### src/rtl/ptimer_pkg.sv
package ptimer_pkg;

    typedef enum logic [1:0] {
        MD_STOP  = 2'd0,
        MD_DELAY = 2'd1,
        MD_EVENT = 2'd2,
        MD_PULSE = 2'd3
    } mode_e;

    typedef struct packed {
        logic [3:0] field;
        logic       pol;
    } ctrl_t;

    function automatic mode_e decode_mode(input logic [3:0] f);
        if (f == 4'd0)      return MD_STOP;
        else if (f == 4'd8) return MD_EVENT;
        else if (f[3])      return MD_PULSE;
        else                return MD_DELAY;
    endfunction

    function automatic logic [7:0] prescale_div(input logic [2:0] s);
        case (s)
            3'd1:    return 8'd4;
            3'd2:    return 8'd10;
            3'd3:    return 8'd16;
            3'd4:    return 8'd50;
            3'd5:    return 8'd64;
            3'd6:    return 8'd100;
            3'd7:    return 8'd200;
            default: return 8'd4;
        endcase
    endfunction

endpackage

### src/rtl/ptimer_prescaler.sv
module ptimer_prescaler #(
    parameter int PSC_W = 8
) (
    input  logic       clk,
    input  logic       rst_n,
    input  logic       clr,
    input  logic       run,
    input  logic [2:0] sel,
    output logic       tick
);
    import ptimer_pkg::*;

    typedef struct packed {
        logic [PSC_W-1:0] psc;
    } psc_st_t;

    psc_st_t          st_d, st_q;
    logic [PSC_W-1:0] div_m1;

    always_comb begin
        div_m1 = PSC_W'(prescale_div(sel)) - PSC_W'(1);
        tick   = run && (st_q.psc == div_m1);
        st_d   = st_q;
        if (clr)       st_d.psc = '0;
        else if (tick) st_d.psc = '0;
        else if (run)  st_d.psc = st_q.psc + PSC_W'(1);
    end

    always_ff @(posedge clk or negedge rst_n) begin
        if (!rst_n) st_q <= '0;
        else        st_q <= st_d;
    end
endmodule

### src/rtl/ptimer_aux.sv
module ptimer_aux #(
    parameter int SYNC_STAGES = 2
) (
    input  logic clk,
    input  logic rst_n,
    input  logic aux_in,
    input  logic pol,
    output logic level_on,
    output logic lead,
    output logic trail
);
    localparam int TOP = SYNC_STAGES - 1;

    typedef struct packed {
        logic [SYNC_STAGES-1:0] sync;
        logic                   prev;
    } aux_st_t;

    aux_st_t st_d, st_q;

    always_comb begin
        st_d      = st_q;
        st_d.sync = {st_q.sync[TOP-1:0], aux_in};
        st_d.prev = st_q.sync[TOP];
        level_on  = (st_q.sync[TOP] == pol);
        lead      = level_on && (st_q.prev != pol);
        trail     = !level_on && (st_q.prev == pol);
    end

    always_ff @(posedge clk or negedge rst_n) begin
        if (!rst_n) st_q <= '0;
        else        st_q <= st_d;
    end
endmodule

### src/rtl/ptimer_counter.sv
module ptimer_counter #(
    parameter int CNT_W = 8
) (
    input  logic             clk,
    input  logic             rst_n,
    input  logic             running,
    input  logic             tick,
    input  logic             load_we,
    input  logic [CNT_W-1:0] load_val,
    input  logic             out_clr,
    output logic [CNT_W-1:0] cnt,
    output logic             timeout,
    output logic             tout
);
    localparam logic [CNT_W-1:0] ONE = CNT_W'(1);

    typedef struct packed {
        logic out;
        logic tmo;
    } flag_t;

    typedef struct packed {
        logic [CNT_W-1:0] cnt;
        logic [CNT_W-1:0] reload;
    } val_t;

    flag_t fl_d, fl_q;
    val_t  vl_d, vl_q;

    always_comb begin
        vl_d = vl_q;
        fl_d = fl_q;
        if (load_we) vl_d.reload = load_val;
        if (tick) begin
            vl_d.cnt = (vl_q.cnt == ONE) ? vl_q.reload : vl_q.cnt - ONE;
        end else if (load_we && !running) begin
            vl_d.cnt = load_val;
        end
        fl_d.tmo = tick && (vl_q.cnt == ONE);
        if (out_clr)       fl_d.out = 1'b0;
        else if (fl_d.tmo) fl_d.out = !fl_q.out;
    end

    always_ff @(posedge clk or negedge rst_n) begin
        if (!rst_n) fl_q <= '0;
        else        fl_q <= fl_d;
    end

    always_ff @(posedge clk) begin
        vl_q <= vl_d;
    end

    assign cnt     = vl_q.cnt;
    assign timeout = fl_q.tmo;
    assign tout    = fl_q.out;
endmodule

### src/rtl/ptimer.sv
module ptimer #(
    parameter int CNT_W       = 8,
    parameter int PSC_W       = 8,
    parameter int SYNC_STAGES = 2
) (
    input  logic             clk,
    input  logic             rst_n,
    input  logic             cfg_we,
    input  logic [5:0]       cfg_wdata,
    input  logic             data_we,
    input  logic [CNT_W-1:0] data_wdata,
    input  logic             aux_in,
    output logic [CNT_W-1:0] cnt_o,
    output logic             tmr_out,
    output logic             timeout_o,
    output logic             aux_evt_o
);
    import ptimer_pkg::*;

    ctrl_t ctrl_d, ctrl_q;
    mode_e mode;
    logic  psc_run, psc_clr, psc_tick, cnt_tick, running;
    logic  level_on, lead, trail, out_clr;

    always_comb begin
        ctrl_d = ctrl_q;
        if (cfg_we) begin
            ctrl_d.field = cfg_wdata[3:0];
            ctrl_d.pol   = cfg_wdata[4];
        end
        mode      = decode_mode(ctrl_q.field);
        running   = (mode != MD_STOP);
        psc_run   = (mode == MD_DELAY) || ((mode == MD_PULSE) && level_on);
        psc_clr   = cfg_we || (mode == MD_STOP) || (mode == MD_EVENT);
        cnt_tick  = (mode == MD_EVENT) ? lead : psc_tick;
        aux_evt_o = (mode == MD_PULSE) ? trail : lead;
        out_clr   = cfg_we && cfg_wdata[5];
    end

    always_ff @(posedge clk or negedge rst_n) begin
        if (!rst_n) ctrl_q <= '0;
        else        ctrl_q <= ctrl_d;
    end

    ptimer_aux #(.SYNC_STAGES(SYNC_STAGES)) u_aux (
        .clk(clk), .rst_n(rst_n), .aux_in(aux_in), .pol(ctrl_q.pol),
        .level_on(level_on), .lead(lead), .trail(trail)
    );

    ptimer_prescaler #(.PSC_W(PSC_W)) u_psc (
        .clk(clk), .rst_n(rst_n), .clr(psc_clr), .run(psc_run),
        .sel(ctrl_q.field[2:0]), .tick(psc_tick)
    );

    ptimer_counter #(.CNT_W(CNT_W)) u_cnt (
        .clk(clk), .rst_n(rst_n), .running(running), .tick(cnt_tick),
        .load_we(data_we), .load_val(data_wdata), .out_clr(out_clr),
        .cnt(cnt_o), .timeout(timeout_o), .tout(tmr_out)
    );
endmodule

### config.mk
export PLATFORM = sky130hd
export DESIGN_NAME = ptimer
export DESIGN_NICKNAME = d
export VERILOG_FILES = /design/src/rtl/ptimer_pkg.sv /design/src/rtl/ptimer_prescaler.sv /design/src/rtl/ptimer_aux.sv /design/src/rtl/ptimer_counter.sv /design/src/rtl/ptimer.sv
export SDC_FILE = /design/constraint.sdc
export NUM_CORES = 1
export LEC_CHECK = 0
export ABC_AREA = 1
export BUFFER_PORTS_ARGS = -buffer_cell sky130_fd_sc_hd__buf_2
export CAP_MARGIN = 20
export CORE_ASPECT_RATIO = 0.6
export CORE_MARGIN = 3
export CORE_UTILIZATION = 25
export CTS_CLUSTER_DIAMETER = 100
export DETAILED_ROUTE_END_ITERATION = 16
export GPL_TIMING_DRIVEN = 0
export PLACE_DENSITY = 0.48
export SYNTH_ARGS = -nofsm -noshare
export SYNTH_HDL_FRONTEND = slang
export SYNTH_HIERARCHICAL = 1
export SYNTH_SLANG_ARGS = --single-unit
export TNS_END_PERCENT = 1
### constraint.sdc
create_clock -name clk -period 3.1 [get_ports clk]
set_clock_uncertainty 0.15 [all_clocks]
set_input_delay 0.465 -clock clk [delete_from_list [all_inputs] [get_ports clk]]
set_output_delay 0.465 -clock clk [all_outputs]
set_load 0.005 [all_outputs]
==> key figures <==
Routing
  • # DRC: 0
  • Iteration-0 DRC Markers: 81
  • Pre-Repair DR Iteration Count: 4
  • Routed Antenna Nets: 0
  • DR WL/cell: 11.9 um
  • Routed vias: 1827
  • Via/cell ratio: 4.20
  • DRT Wirelength: 5200 um

Global route
  • GRT Util Overall: 0.109
  • Vias in the first global route: 1681
  • Total congestion overflow: 0
  • Initial antenna violation count: 0
  • First-pass GRT wire length: 8630 um
  • Largest net degree at the start of global routing: 19

Synth
  • Seq/Total Area, Yosys: 0.408
  • Syn_area_per_cell: 7.98 um^2
  • Flops & latches, synth: 34
  • Yosys warning total: 6
  • Synthesized Nets: 309
  • Distinct cells, synth: 35
  • Post-Syn Area: 0.00228 mm^2
  • Syn Inst Count: 286

Placed design
  • Number of port buffers: 28
  • DP Area: 0.00257 mm^2
  • DP Wirelength: 4030 um
  • Placed cells: 427
  • Dpl ws: -0.281 ns
  • Final Wtd Congestion: 0.788

STA
  • RSZ-0062 raised after global routing: false
  • Achievable frequency: 359 MHz
  • Fraction of the cycle the final worst path needs: 0.898
  • Setup TNS Final: 0 ns
  • Minimum clock period: 2.78 ns
  • Rel. slew slack: 0.694
  • Final Hold Violating Endpoints: 18
  • Hold_ws: -0.0173 ns
  • Slack of the critical path: 0.317 ns
  • Actual slew at the worst max-slew pin: 0.460 ns
  • Final setup fails: 0
  • Final slew viol count: 0

Setup path
  • CP max FO: 7
  • Critical path endpoint category: flip-flop
  • WP data required: 2.94 ns
  • Setup CP Type: reg2reg
  • Critical path startpoint category: flip-flop
  • Worst path arrival time: 2.62 ns

Power and ir drop
  • VDD IR max: 0.000260 V
  • Leak: 1.38 nW
  • Total power: 1.27 mW
  • PD cells: 465 mW/mm^2

Clocking
  • CTS Hold Buffers Added: 0
  • Clk slew on worst S/H paths: 0.06 ns
  • H-tree depth: 2
  • Root buffer cell: clkbuf_16
  • Max clock buf depth: 2
  • Clock tree from TritonCTS: done
  • Clock sinks: 34
  • CTS Buf Count: 5
  • Clk_lat worst skew: 0.28 ns

Worst hold path
  • Worst hold path class: in2async

Floorplanning
  • Initial Utilization: 0.263
  • Die H: 80.0 um
  • Die area: 0.0103 mm^2
  • Core box area: 0.00869 mm^2
  • Die width: 129 um
  • I/O pin cnt: 30
  • Row cnt: 26

Outcome
  • Status: finished, violations left
  • Violated checks: hold timing

Final layout
  • Cell Count, Final, Fillers Out: 435
  • N_diodes: 0
  • Most common cell after layout, fill and taps aside: nand2_1
  • Nets: 345
  • Area delta synth->final: 19.9%
  • Util after Layout: 0.315
  • Layout cell share with drive strength beyond 1: 0.282
  • Design area: 0.00274 mm^2
  • Most frequent cells in the layout: nand2_1, inv_1, buf_2

Job
  • Maxcap violations: 0
==> layout make-up <==
| type | instances | area [um^2] |
|---|---|---|
| multi-input combinational | 199 | 1100 |
| buffer | 13 | 105 |
| clock inverter | 1 | 5.00 |
| tap | 112 | 140 |
| timing repair buffer | 30 | 155 |
| sequential | 34 | 933 |
| fill | 920 | 5950 |
| clock buffer | 7 | 143 |
| inverter | 39 | 150 |
==> final timing paths <==
| path | start | endpoint | slack (ns) | cells past startpoint |
|---|---|---|---|---|
| hold reg to reg | u_aux/st_d[2] | u_aux/st_d[0] | 0.20 | 0 |
| min in group clk | aux_in | u_aux/st_d[2] | 0.14 | 1 |
| max in group asynchronous | rst_n | ctrl_q[3] | 2.47 | 1 |
| hold / removal | rst_n | ctrl_q[4] | -0.02 | 1 |
| setup / recovery | ctrl_q[2] | u_cnt/cnt[7] | 0.32 | 15 |
| setup reg to reg | ctrl_q[2] | u_cnt/cnt[7] | 0.32 | 15 |
==> metal layers <==
metal / part of all wire / up-vias / track usage
met5: 0 / - / 0
met4: 0.011 / 0 / 0.0283
met3: 0.050 / 7 / 0.0328
met2: 0.36 / 32 / 0.135
met1: 0.58 / 819 / 0.173
li1: - / 969 / -
==> registers in the layout, indices dropped and copies added (netlist names) <==
| register | count |
|---|---|
| ctrl_q | 5 |
| u_aux/st_d | 2 |
| u_aux/st_q | 1 |
| u_cnt/cnt | 8 |
| u_cnt/timeout | 1 |
| u_cnt/tout | 1 |
| u_cnt/vl_q | 8 |
| u_psc/st_q | 8 |
==> Yosys cell counts <==
master	count	area, um^2
nand2_1	96	360
inv_1	33	124
nand3_1	22	110
dfrtp_1	18	450
edfxtp_1	16	480
nor2_1	16	60.1
nand2_2	11	68.8
buf_4	8	60.1
o21ai_0	6	30.0
xor2_1	6	52.6
inv_2	5	18.8
nor2_4	5	56.3
a21oi_1	4	20.0
ha_1	4	50.1
nand4_1	4	25.0
mux2_4	3	45.0
nand3_2	3	30.0
nor3_1	3	15.0
buf_2	2	10.0
clkbuf_1	2	7.51
nand3b_1	2	15.0
nor2_2	2	12.5
o21ai_1	2	10.0
o21ai_2	2	17.5
buf_12	1	20.0
buf_6	1	11.3
clkinv_1	1	3.75
nand2_4	1	11.3
nand3_4	1	17.5
nor2_8	1	20.0
o211a_1	1	10.0
or2_1	1	6.26
xnor2_1	1	8.76
xnor2_4	1	27.5
xor2_2	1	16.3
==> worst max-delay path, stage by stage, from the launching register on <==
cell and delay (ns):
dfrtp_2 0.46, nand2_2 0.13, nor2_1 0.05, nor2_1 0.10, ha_2 0.29, nand2_1 0.07, nand2_1 0.08, nor2_4 0.13
o211a_1 0.15, nand3_1 0.06, nor2_1 0.09, nand2_1 0.07, nand2_2 0.18, clkinvlp_4 0.16, o21ai_2 0.12, buf_4 0.20
==> report_power, final <==
part	switching, mW	internal (mW)
clock network	0.186	0.318
logic	0.137	0.0927
registers	0.0333	0.506
total	0.357	0.917
==> repair_timing <==
action,4_1_cts,5_1_grt
gates resized for setup,2,5
setup buffers,1,0
endpoints found under the setup margin,8,12
pin swaps,0,0
gates cloned,0,0
==> cells by family (layout without fill, tap and decap cells) <==
family / count (synthesis) / after routing / synth area share
mux: 3 / 3 / 0.0197
fa+ha+maj: 4 / 4 / 0.0219
compound gates: 15 / 15 / 0.0384
simple gates: 168 / 168 / 0.354
flops: 34 / 34 / 0.408
buf+inv: 53 / 90 / 0.112
xor+xnor: 9 / 9 / 0.0461
Power figures use the tool's default switching activity.
